**src/rtl/eth_txc_pkg.sv**
```systemverilog
package eth_txc_pkg;

    localparam int FIELD_W  = 5;
    localparam int B_STOP   = 0;
    localparam int B_HB     = 1;
    localparam int B_FDX    = 2;
    localparam int B_PREQ   = 3;
    localparam int B_RXP    = 4;

    typedef enum logic [2:0] {
        ST_IDLE       = 3'd0,
        ST_DATA       = 3'd1,
        ST_PAUSE_REQ  = 3'd2,
        ST_PAUSE_SEND = 3'd3,
        ST_PAUSE_BUSY = 3'd4,
        ST_STOP_ACK   = 3'd5,
        ST_STOPPED    = 3'd6
    } txc_state_t;

endpackage

```
**src/rtl/eth_txc_regs.sv**
```systemverilog
module eth_txc_regs
    import eth_txc_pkg::*;
#(
    parameter int DATA_W = 32
) (
    input  logic              clk,
    input  logic              rst_n,
    input  logic              mac_en,
    input  logic              sel,
    input  logic              bus_wr,
    input  logic [DATA_W-1:0] bus_wdata,
    input  logic              pause_clr,
    input  logic              rx_paused,
    output logic [DATA_W-1:0] bus_rdata,
    output logic              stop_q,
    output logic              hb_en_q,
    output logic              fdx_q,
    output logic              preq_q
);

    logic              wr_hit;
    logic [FIELD_W-1:0] fields;
    logic              wdata_unused;

    assign wr_hit       = bus_wr && sel;
    assign wdata_unused = ^{bus_wdata[DATA_W-1:FIELD_W], bus_wdata[B_RXP]};

    always_ff @(posedge clk) begin
        if (!rst_n) begin
            stop_q  <= 1'b0;
            hb_en_q <= 1'b0;
            fdx_q   <= 1'b0;
            preq_q  <= 1'b0;
        end else begin
            if (wr_hit) begin
                stop_q <= bus_wdata[B_STOP];
                preq_q <= bus_wdata[B_PREQ];
                if (!mac_en) begin
                    hb_en_q <= bus_wdata[B_HB];
                    fdx_q   <= bus_wdata[B_FDX];
                end
            end
            if (pause_clr) begin
                preq_q <= 1'b0;
            end
        end
    end

    always_comb begin
        fields         = '0;
        fields[B_STOP] = stop_q;
        fields[B_HB]   = hb_en_q;
        fields[B_FDX]  = fdx_q;
        fields[B_PREQ] = preq_q;
        fields[B_RXP]  = rx_paused;
        bus_rdata      = sel ? DATA_W'(fields) : '0;
    end

endmodule

```
**src/rtl/eth_txc_pause_tmr.sv**
```systemverilog
module eth_txc_pause_tmr #(
    parameter int QUANTA_W        = 16,
    parameter int CYC_PER_QUANTUM = 512
) (
    input  logic                clk,
    input  logic                rst_n,
    input  logic                load,
    input  logic [QUANTA_W-1:0] quanta,
    output logic                paused
);

    localparam int PRE_W = (CYC_PER_QUANTUM > 1) ? $clog2(CYC_PER_QUANTUM) : 1;

    logic [QUANTA_W-1:0] qcnt;
    logic                tick;

    generate
        if (CYC_PER_QUANTUM > 1) begin : gen_prescale
            localparam logic [PRE_W-1:0] PRE_MAX = PRE_W'(CYC_PER_QUANTUM - 1);
            logic [PRE_W-1:0] pre;
            always_ff @(posedge clk) begin
                if (!rst_n) begin
                    pre <= '0;
                end else if (load || tick) begin
                    pre <= PRE_MAX;
                end else if (paused) begin
                    pre <= pre - 1'b1;
                end
            end
            assign tick = paused && (pre == '0);
        end else begin : gen_direct
            assign tick = paused;
        end
    endgenerate

    always_ff @(posedge clk) begin
        if (!rst_n) begin
            paused <= 1'b0;
            qcnt   <= '0;
        end else if (load) begin
            paused <= (quanta != '0);
            qcnt   <= quanta;
        end else if (tick) begin
            if (qcnt == QUANTA_W'(1)) begin
                paused <= 1'b0;
            end
            qcnt <= qcnt - 1'b1;
        end
    end

endmodule

```
**src/rtl/eth_txc_hbeat.sv**
```systemverilog
module eth_txc_hbeat #(
    parameter int HB_WIN = 64
) (
    input  logic clk,
    input  logic rst_n,
    input  logic enable,
    input  logic tx_end,
    input  logic collision,
    output logic hb_err
);

    localparam int CNT_W = (HB_WIN > 1) ? $clog2(HB_WIN) : 1;
    localparam logic [CNT_W-1:0] CNT_TOP = CNT_W'(HB_WIN - 1);

    logic             open_q;
    logic [CNT_W-1:0] cnt;

    always_ff @(posedge clk) begin
        if (!rst_n) begin
            open_q <= 1'b0;
            cnt    <= '0;
            hb_err <= 1'b0;
        end else if (tx_end && enable) begin
            open_q <= 1'b1;
            cnt    <= CNT_TOP;
            hb_err <= 1'b0;
        end else if (open_q) begin
            if (collision) begin
                open_q <= 1'b0;
            end else if (cnt == '0) begin
                open_q <= 1'b0;
                hb_err <= 1'b1;
            end else begin
                cnt <= cnt - 1'b1;
            end
        end
    end

endmodule

```
**src/rtl/eth_txc_fsm.sv**
```systemverilog
module eth_txc_fsm
    import eth_txc_pkg::*;
(
    input  logic clk,
    input  logic rst_n,
    input  logic stop,
    input  logic fdx,
    input  logic preq,
    input  logic rx_paused,
    input  logic frame_avail,
    input  logic frame_done,
    input  logic early_col,
    input  logic carrier_sense,
    input  logic collision,
    output logic start_data,
    output logic start_pause,
    output logic retransmit,
    output logic stop_irq,
    output logic pause_clr,
    output logic tx_end
);

    txc_state_t state_q, state_d;
    logic       retry_q, retry_d;
    logic       can_go;

    assign can_go = !rx_paused && (fdx || (!carrier_sense && !collision));

    always_ff @(posedge clk) begin
        if (!rst_n) begin
            state_q <= ST_IDLE;
            retry_q <= 1'b0;
        end else begin
            state_q <= state_d;
            retry_q <= retry_d;
        end
    end

    always_comb begin
        state_d = state_q;
        retry_d = retry_q;
        unique case (state_q)
            ST_IDLE: begin
                if (preq)                           state_d = ST_PAUSE_REQ;
                else if (stop)                      state_d = ST_STOP_ACK;
                else if (frame_avail && can_go)     state_d = ST_DATA;
            end
            ST_DATA: begin
                if (early_col && stop) begin
                    state_d = ST_STOP_ACK;
                    retry_d = 1'b1;
                end else if (frame_done) begin
                    if (preq)      state_d = ST_PAUSE_REQ;
                    else if (stop) state_d = ST_STOP_ACK;
                    else           state_d = ST_IDLE;
                end
            end
            ST_PAUSE_REQ:  state_d = ST_PAUSE_SEND;
            ST_PAUSE_SEND: state_d = ST_PAUSE_BUSY;
            ST_PAUSE_BUSY: begin
                if (frame_done) state_d = stop ? ST_STOPPED : ST_IDLE;
            end
            ST_STOP_ACK:   state_d = ST_STOPPED;
            ST_STOPPED: begin
                if (preq) begin
                    state_d = ST_PAUSE_SEND;
                end else if (!stop) begin
                    if (!retry_q) begin
                        state_d = ST_IDLE;
                    end else if (can_go) begin
                        state_d = ST_DATA;
                        retry_d = 1'b0;
                    end
                end
            end
            default:       state_d = ST_IDLE;
        endcase
    end

    always_comb begin
        start_data  = 1'b0;
        start_pause = 1'b0;
        retransmit  = 1'b0;
        stop_irq    = 1'b0;
        pause_clr   = 1'b0;
        tx_end      = 1'b0;
        unique case (state_q)
            ST_IDLE: begin
                start_data = !preq && !stop && frame_avail && can_go;
            end
            ST_DATA: begin
                tx_end = frame_done && !(early_col && stop);
            end
            ST_PAUSE_REQ: begin
                stop_irq = 1'b1;
            end
            ST_PAUSE_SEND: begin
                start_pause = 1'b1;
            end
            ST_PAUSE_BUSY: begin
                pause_clr = frame_done;
                tx_end    = frame_done;
            end
            ST_STOP_ACK: begin
                stop_irq = 1'b1;
            end
            ST_STOPPED: begin
                retransmit = !preq && !stop && retry_q && can_go;
                start_data = retransmit;
            end
            default: begin
                start_data = 1'b0;
            end
        endcase
    end

endmodule

```
**src/rtl/eth_tx_flow_ctrl.sv**
```systemverilog
module eth_tx_flow_ctrl
    import eth_txc_pkg::*;
#(
    parameter int          ADDR_W          = 8,
    parameter int          DATA_W          = 32,
    parameter int unsigned CTRL_OFFSET     = 32'hC4,
    parameter int          QUANTA_W        = 16,
    parameter int          CYC_PER_QUANTUM = 512,
    parameter int          HB_WIN          = 64
) (
    input  logic                clk,
    input  logic                rst_n,
    input  logic                mac_en,
    input  logic                bus_wr,
    input  logic [ADDR_W-1:0]   bus_addr,
    input  logic [DATA_W-1:0]   bus_wdata,
    output logic [DATA_W-1:0]   bus_rdata,
    input  logic                frame_avail,
    input  logic                frame_done,
    input  logic                early_col,
    input  logic                carrier_sense,
    input  logic                collision,
    input  logic                rx_pause_valid,
    input  logic [QUANTA_W-1:0] rx_pause_quanta,
    output logic                start_data,
    output logic                start_pause,
    output logic                retransmit,
    output logic                stop_irq,
    output logic                hb_status
);

    localparam logic [ADDR_W-1:0] HIT_ADDR = ADDR_W'(CTRL_OFFSET);

    logic reg_sel;
    logic stop_q, hb_en_q, fdx_q, preq_q;
    logic rx_paused;
    logic pause_clr;
    logic tx_end;

    assign reg_sel = (bus_addr == HIT_ADDR);

    eth_txc_regs #(
        .DATA_W   (DATA_W)
    ) u_regs (
        .clk      (clk),
        .rst_n    (rst_n),
        .mac_en   (mac_en),
        .sel      (reg_sel),
        .bus_wr   (bus_wr),
        .bus_wdata(bus_wdata),
        .pause_clr(pause_clr),
        .rx_paused(rx_paused),
        .bus_rdata(bus_rdata),
        .stop_q   (stop_q),
        .hb_en_q  (hb_en_q),
        .fdx_q    (fdx_q),
        .preq_q   (preq_q)
    );

    eth_txc_pause_tmr #(
        .QUANTA_W       (QUANTA_W),
        .CYC_PER_QUANTUM(CYC_PER_QUANTUM)
    ) u_pause (
        .clk   (clk),
        .rst_n (rst_n),
        .load  (rx_pause_valid && fdx_q),
        .quanta(rx_pause_quanta),
        .paused(rx_paused)
    );

    eth_txc_hbeat #(
        .HB_WIN(HB_WIN)
    ) u_hb (
        .clk      (clk),
        .rst_n    (rst_n),
        .enable   (hb_en_q),
        .tx_end   (tx_end),
        .collision(collision),
        .hb_err   (hb_status)
    );

    eth_txc_fsm u_fsm (
        .clk          (clk),
        .rst_n        (rst_n),
        .stop         (stop_q),
        .fdx          (fdx_q),
        .preq         (preq_q),
        .rx_paused    (rx_paused),
        .frame_avail  (frame_avail),
        .frame_done   (frame_done),
        .early_col    (early_col),
        .carrier_sense(carrier_sense),
        .collision    (collision),
        .start_data   (start_data),
        .start_pause  (start_pause),
        .retransmit   (retransmit),
        .stop_irq     (stop_irq),
        .pause_clr    (pause_clr),
        .tx_end       (tx_end)
    );

endmodule

```
**config.mk**
```make
export PLATFORM = sky130hd
export DESIGN_NAME = eth_tx_flow_ctrl
export DESIGN_NICKNAME = d
export VERILOG_FILES = /design/src/rtl/eth_txc_pkg.sv /design/src/rtl/eth_txc_regs.sv /design/src/rtl/eth_txc_pause_tmr.sv /design/src/rtl/eth_txc_hbeat.sv /design/src/rtl/eth_txc_fsm.sv /design/src/rtl/eth_tx_flow_ctrl.sv
export SDC_FILE = /design/constraint.sdc
export NUM_CORES = 1
export LEC_CHECK = 0
export ABC_AREA = 1
export BUFFER_PORTS_ARGS = -buffer_cell sky130_fd_sc_hd__clkbuf_2
export CELL_PAD_IN_SITES_DETAIL_PLACEMENT = 1
export CELL_PAD_IN_SITES_GLOBAL_PLACEMENT = 2
export CORE_MARGIN = 10
export CORE_UTILIZATION = 23
export CTS_BUF_LIST = sky130_fd_sc_hd__clkbuf_8 sky130_fd_sc_hd__clkbuf_16
export DETAILED_ROUTE_END_ITERATION = 6
export PLACE_DENSITY_LB_ADDON = 0.1
export SETUP_SLACK_MARGIN = 0.2
export SYNTH_ARGS = -nofsm -noshare
export SYNTH_HDL_FRONTEND = slang
export SYNTH_SLANG_ARGS = --single-unit
```
**constraint.sdc**
```tcl
create_clock -name clk -period 1.4 [get_ports clk]
set_clock_uncertainty 0.15 [all_clocks]
set_input_delay 0.07 -clock clk [delete_from_list [all_inputs] [get_ports clk]]
set_output_delay 0.07 -clock clk [all_outputs]
set_load 0.02 [all_outputs]
```
==> results of run 1 <==
[cell families (layout without fill, tap and decap cells)]
logic type      count (synthesis)  count (layout)  synth area share, %
buf+inv                       111             258                 17.9
compound gates                 80              80                 14.2
simple gates                  239             240                 34.7
mux                             2               2                0.660
flops                          42              42                 27.7
other cells                     1              27                0.124
xor+xnor                        9               9                 2.60
fa+ha+maj                       5               5                 2.06
[registers in the layout (all words and copies together) (netlist names)]
name,cells
u_pause.gen_prescale.pre,9
u_hb.hb_err,1
u_regs.fdx_q,1
u_hb.cnt,6
u_regs.hb_en_q,1
u_pause.paused,1
u_pause.qcnt,16
u_fsm.state_q,3
u_fsm.retry_q,1
u_hb.open_q,1
u_regs.stop_q,1
u_regs.preq_q,1
[final cells by class]
type	instances	area, sq um	area share [%]
timing repair buffer	178	1500	27.9
clock buffer	6	139	2.59
inverter	72	285	5.33
tap	172	215	4.02
clock inverter	2	12.5	0.234
multi-input combinational	363	2340	43.7
sequential	42	866	16.2
[path summary, 6_finish.rpt]
kind                      end  depth (start not counted)
max                start_data                          7
min          u_pause.qcnt[11]                          5
max reg2reg  u_fsm.state_q[0]                         12
min reg2reg  u_pause.qcnt[10]                          2
[synth_stat cells, types with 6 or more instances]
| cell | number | area, sq um |
|---|---|---|
| inv_1 | 68 | 255 |
| dfxtp_1 | 42 | 841 |
| nand3_1 | 34 | 170 |
| o21ai_1 | 12 | 60.1 |
| nand2_2 | 6 | 37.5 |
| nor2_2 | 6 | 37.5 |
| o21ai_0 | 32 | 160 |
| nand4_1 | 12 | 75.1 |
| a21oi_1 | 25 | 125 |
| nor2_1 | 66 | 248 |
| nor3_1 | 8 | 40.0 |
| xor2_1 | 6 | 52.6 |
| buf_4 | 30 | 225 |
| nand2_1 | 99 | 372 |
[worst max-delay path, cell delays in order, from the launching register on]
cell	delay [ps]
dfxtp_4	370
inv_4	60
nand3_4	70
nor2_4	130
nand2_2	90
nor3b_4	220
o21bai_4	160
buf_8	120
[layout by cell type (no fill, tap or decap), drive strengths merged, types with 2 or more instances in the layout]
cell	netlist	routed
nor3	8	8
nand2	105	106
a31oi	2	2
ha	5	5
buf	36	129
inv	72	72
clkbuf	3	45
o21ai	44	44
xor2	6	6
nand3	37	37
conb	1	27
nand4	12	12
dlygate4sd3	0	10
o21bai	2	2
mux2i	2	2
a21oi	28	28
xnor2	3	3
a21boi	2	2
nor2	73	73
dfxtp	42	42
[power groups by stage]
stage | registers, mW | clock network (mW) | logic (mW)
floorplan | 1.27 | 0 | 0.525
global placement | 1.28 | 0 | 0.753
detailed placement | 1.28 | 0 | 0.761
CTS | 1.25 | 1.28 | 0.968
global route | 1.28 | 1.31 | 1.20
finish | 1.28 | 1.23 | 1.10
[what timing repair did]
| action | 4_1_cts | 5_1_grt |
|---|---|---|
| hold buffers | 10 | 0 |
| buffers inserted | 28 | 4 |
| gates resized for setup | 130 | 67 |
| pin swaps | 29 | 33 |
| setup endpoints to repair | 47 | 48 |
| gates cloned | 3 | 0 |
| hold endpoints to repair | 7 | 0 |
[layer usage]
metal	part of all wire, %	track usage [%]
met5	0	0
met4	1.8	3.69
met3	3.3	2.82
met2	55	25.6
met1	40	14.0
[metrics by stage]
stage          total power, mW  cell area (sq um)
2_1_floorplan             1.80               3250
5_1_grt                   3.79               5360
3_5_place_dp              2.04               4070
4_1_cts                   3.51               5070
6_report                  3.61               5360
3_3_place_gp              2.03               4070
==> impl_metrics.csv, run 1 <==
group,metric,value,unit
power,leakagePower,2.65,nW
clock_tree,cts_buffers,5,
route,antenna_left,0,
clock_tree,clk_path_buf_depth,2,
global_route,gr-total-overflow,0,
global_route,grt_max_degree,15,
worst_setup_path,critical_path_arrival,1510,ps
synthesis,seq_area_frac_synth,27.7,%
synthesis,synth_enable_flop_cells,0,
power,p_clk_share,34.0,%
timing,layout_setup_ws,-325,ps
synthesis,ys_seq_elements,42,
layout,fillers,1606,
layout,drive_gt1_share,48.6,%
floorplan,start_util,23.7,%
worst_setup_path,path_class,"flop to primary output",
power,cellPowerDensity,673,nW/um^2
layout,final_cell_count_no_fill,835,
status,status,"complete, but fails checks",
hold_path,hp-class,"primary input to flop",
floorplan,io_pins,103,
global_route,grt_antenna_before_repair,0,
global_route,grt_pass1_vias,4040,
status,failed_checks,"setup timing",
power,power_switching_share,33.5,%
floorplan,die_height,135,um
timing,drv_slew,0,
power,p_seq_share,35.4,%
route,wl_per_cell,14.7,um
clock_tree,path_clk_slew,70,ps
place,dp_slack,-185,ps
route,via_per_inst,4.37,
clock_tree,tritoncts,"done",
clock_tree,root_buffer,"clkbuf_16",
worst_setup_path,critPathLaunch,"u_fsm.state_q[0]",
synthesis,synthArstFlopShare,0,%
floorplan,die_x,135,um
worst_setup_path,reg2reg_slack,-290,ps
timing,fin_hold_ws,17.8,ps
global_route,grt_pass1_wl,19.7,mm
global_route,track_usage,13.2,%
timing,rsz0062_at_grt,"true",
power,ir_drop,0.366,mV
timing,min_period,1730,ps
worst_setup_path,end_kind,"primary output",
timing,clock.fmax,580,MHz
worst_setup_path,r2r-start,"u_fsm.state_q[0]",
route,totalWireLength,12.2,mm
layout,final_nets,733,
route,vias,3645,
power,p_switching,1.21,mW
route,remaining_drc_errors,0,
timing,setup_viol,42,
synthesis,syn_area_per_cell,6.20,sq um
floorplan,core,12800,sq um
layout,antenna_cells,0,
route,drt_iter0_markers,123,
clock_tree,clk_latency,290,ps
floorplan,die-area,18200,sq um
layout,final_core_util,41.9,%
place,place.gp.congestion,0.765,
hold_path,hold_start,"rx_pause_quanta[11]",
timing,hold_violations,0,
timing,fin_tns_setup,-7240,ps
synthesis,synthCells,489,
synthesis,ys_warn_count,0,
route,first_pass_iters,4,
place,place_hpwl,8.96,mm
power,p_int,2.40,mW
synthesis,synth-main-ff-cell,"dfxtp_1",
clock_tree,clock_sinks,42,
floorplan,rows,41,
worst_setup_path,start_kind,"flop",
run,maxCapViolCount,0,
synthesis,synth.distinct_cells,35,
clock_tree,cts_max_level,2,
worst_setup_path,path_max_fanout,3,
power,pwr-share-comb,30.6,%
place,portBuffers,47,
timing,post-route-period-util,123,%
worst_setup_path,worstPathRequired,1180,ps
synthesis,syn_area,3030,sq um
layout,syn2layout_area_growth,76.6,%
place,dp.cells,782,
Power figures use the tool's default switching activity.
==> inputs of run 2 (changes only) <==
--- a/config.mk
+++ b/config.mk
@@ -13,7 +13,7 @@
 export CORE_UTILIZATION = 23
 export CTS_BUF_LIST = sky130_fd_sc_hd__clkbuf_8 sky130_fd_sc_hd__clkbuf_16
 export DETAILED_ROUTE_END_ITERATION = 6
-export PLACE_DENSITY_LB_ADDON = 0.1
+export PLACE_DENSITY = 0.77
 export SETUP_SLACK_MARGIN = 0.2
 export SYNTH_ARGS = -nofsm -noshare
 export SYNTH_HDL_FRONTEND = slang
==> run 2 against run 1 <==
Against the previous run:
- the flow still finishes with violations (setup timing)
- routed wire length fell by 2.3%
- global-route usage decreased by 0.24 points
- non-clock buffer count shrank 24
- clock power is 24% higher
- via count decreased by 1.3%
- first-iteration DRC count shrank 8.1%
- sequential power is essentially flat
- hold slack improved by 4.6 ps
- cell area down 4.6%
- die area stayed put
- utilization down 1.9 points
- largest power group is now clock
==> impl_metrics.csv, run 2 (same netlist as run 1, synthesis figures left out) <==
group,metric,value,unit
status,status,"complete, but fails checks",
status,failed_checks,"setup timing",
worst_setup_path,path_class,"flop to primary output",
timing,drv_slew,0,
clock_tree,clock_sinks,42,
global_route,gr-total-overflow,0,
floorplan,start_util,23.7,%
place,place.gp.congestion,0.840,
global_route,grt_antenna_before_repair,0,
power,ir_drop,0.596,mV
global_route,grt_max_degree,18,
timing,post-route-period-util,121,%
floorplan,io_pins,103,
worst_setup_path,worstPathCellList,"inv_4 > nand3_4 > nor2_4 > nand2_2 > nor3b_4 > o21bai_4 > buf_8",
floorplan,die-area,18200,sq um
timing,layout_setup_ws,-301,ps
power,p_total,3.83,mW
floorplan,die_x,135,um
route,drt_iter0_markers,113,
layout,fin_area,5110,sq um
layout,seq_area,870,sq um
layout,antenna_cells,0,
place,place_hpwl,8.43,mm
layout,drive_gt1_share,45.4,%
worst_setup_path,critical_path_arrival,1480,ps
timing,rsz0062_at_grt,"true",
route,antenna_left,0,
layout,final_cell_count_no_fill,811,
run,maxCapViolCount,0,
clock_tree,root_buffer,"clkbuf_16",
timing,fin_tns_setup,-7390,ps
power,leakagePower,2.58,nW
global_route,grt.busiest_layer,"met2",
layout,reg.largest.list,"u_pause.qcnt: 16 flops, u_pause.gen_prescale.pre: 9 flops, u_hb.cnt: 6 flops",
route,wl_per_cell,14.8,um
power,cellPowerDensity,750,nW/um^2
layout,syn2layout_area_growth,68.5,%
route,first_pass_iters,4,
layout,fillers,1586,
worst_setup_path,worstPathRequired,1180,ps
route,via_per_inst,4.43,
clock_tree,path_clk_slew,70,ps
layout,largest_reg_flops,16,
global_route,met2_usage,24.3,%
timing,clock.fmax,588,MHz
hold_path,hp-class,"primary input to flop",
clock_tree,tritoncts,"done",
timing,fin_hold_ws,22.4,ps
global_route,grt_pass1_wl,19.6,mm
place,portBuffers,47,
timing,hold_violations,0,
worst_setup_path,path_max_fanout,3,
route,vias,3596,
clock_tree,cts_buffers,5,
place,place_area,3950,sq um
clock_tree,cts_max_level,2,
floorplan,rows,41,
layout,final_common_cell,"nand2_1",
layout,multi_input_area,2270,sq um
route,remaining_drc_errors,0,
worst_setup_path,end_kind,"primary output",
layout,final_nets,709,
floorplan,core,12800,sq um
route,totalWireLength,12.0,mm
global_route,globalRouteMet1Util,14.6,%
worst_setup_path,max_stage_delay,370,ps
global_route,track_usage,13.0,%
global_route,use_met3,2.82,%
clock_tree,clk_latency,280,ps
clock_tree,clk_path_buf_depth,2,
layout,regMostFlops,"u_pause.qcnt",
worst_setup_path,start_kind,"flop",
place,dp.cells,766,
layout,most-common-layout-cells,"82 x nand2_1, 76 x buf_4, 50 x inv_1, 50 x nor2_1, 37 x clkbuf_2",
floorplan,die_height,135,um
worst_setup_path,crit_slowest_cell,"dfxtp_4",
timing,setup_viol,40,
global_route,grt_pass1_vias,4012,
timing,min_period,1700,ps
==> run 2: cell types whose count changed in the layout (fill, tap and decap cells not counted), sizes merged <==
cell,delta
clkinvlp,-1
clkinv,+1
clkbuf,-2
buf,-22
dlygate4sd3,-1
bufinv,+2
inv,-1
==> run 2: per-stage QoR <==
step / setup slack, ps / util, %
finish: -301 / 40.0
global route: -371 / 40.0
CTS: -301 / 38.1
detailed placement: -143 / 30.9
global placement: -108 / 30.9
floorplan: -62.4 / -
==> run 2: layout make-up <==
cell class / instances / share of cell area (%)
inverter: 72 / 5.83
tap: 172 / 4.21
multi-input combinational: 363 / 44.4
sequential: 42 / 17.0
timing repair buffer: 154 / 24.7
clock inverter: 3 / 1.35
clock buffer: 5 / 2.45
==> run 2: where the power goes <==
part / switching [mW] / total (mW) / internal (mW)
clock network: 0.505 / 1.53 / 1.03
registers: 0.0502 / 1.28 / 1.23
logic: 0.606 / 1.03 / 0.419
total: 1.16 / 3.83 / 2.67
==> run 2: path summary, 6_finish.rpt <==
path / cells past startpoint / to / slack [ps] / from
worst max-delay path: 7 / start_data / -300 / u_fsm.state_q[0]
worst min-delay path: 5 / u_pause.qcnt[0] / 20 / rx_pause_quanta[0]
worst max register to register: 12 / u_fsm.state_q[0] / -280 / u_fsm.state_q[0]
worst min register to register: 1 / u_hb.hb_err / 360 / u_hb.hb_err
==> run 2: repair_timing <==
| item | in CTS | in global routing |
|---|---|---|
| hold endpoints to repair | 7 | 0 |
| endpoints found under the setup margin | 47 | 48 |
| gates cloned | 3 | 0 |
| pin swaps | 23 | 16 |
| hold buffers | 9 | 0 |
| gates resized for setup | 126 | 54 |
| setup buffers | 18 | 7 |
==> run 2: critical path: cells and delay by family, from the launching register on <==
| family | cells | cell delay [ps] |
|---|---|---|
| DFF | 1 | 370 |
| AOI/OAI and AO/OA | 1 | 160 |
| and+or+nand+nor | 4 | 480 |
| buffers and inverters | 2 | 190 |
==> run 2: per-layer routing <==
metal / vias up / routed length [um] / share of wire (%)
met2: 58 / 6490 / 54
li1: 1801 / - / -
met4: 0 / 109 / 0.91
met5: - / 0 / 0
met1: 1729 / 4930 / 41
met3: 8 / 431 / 3.6
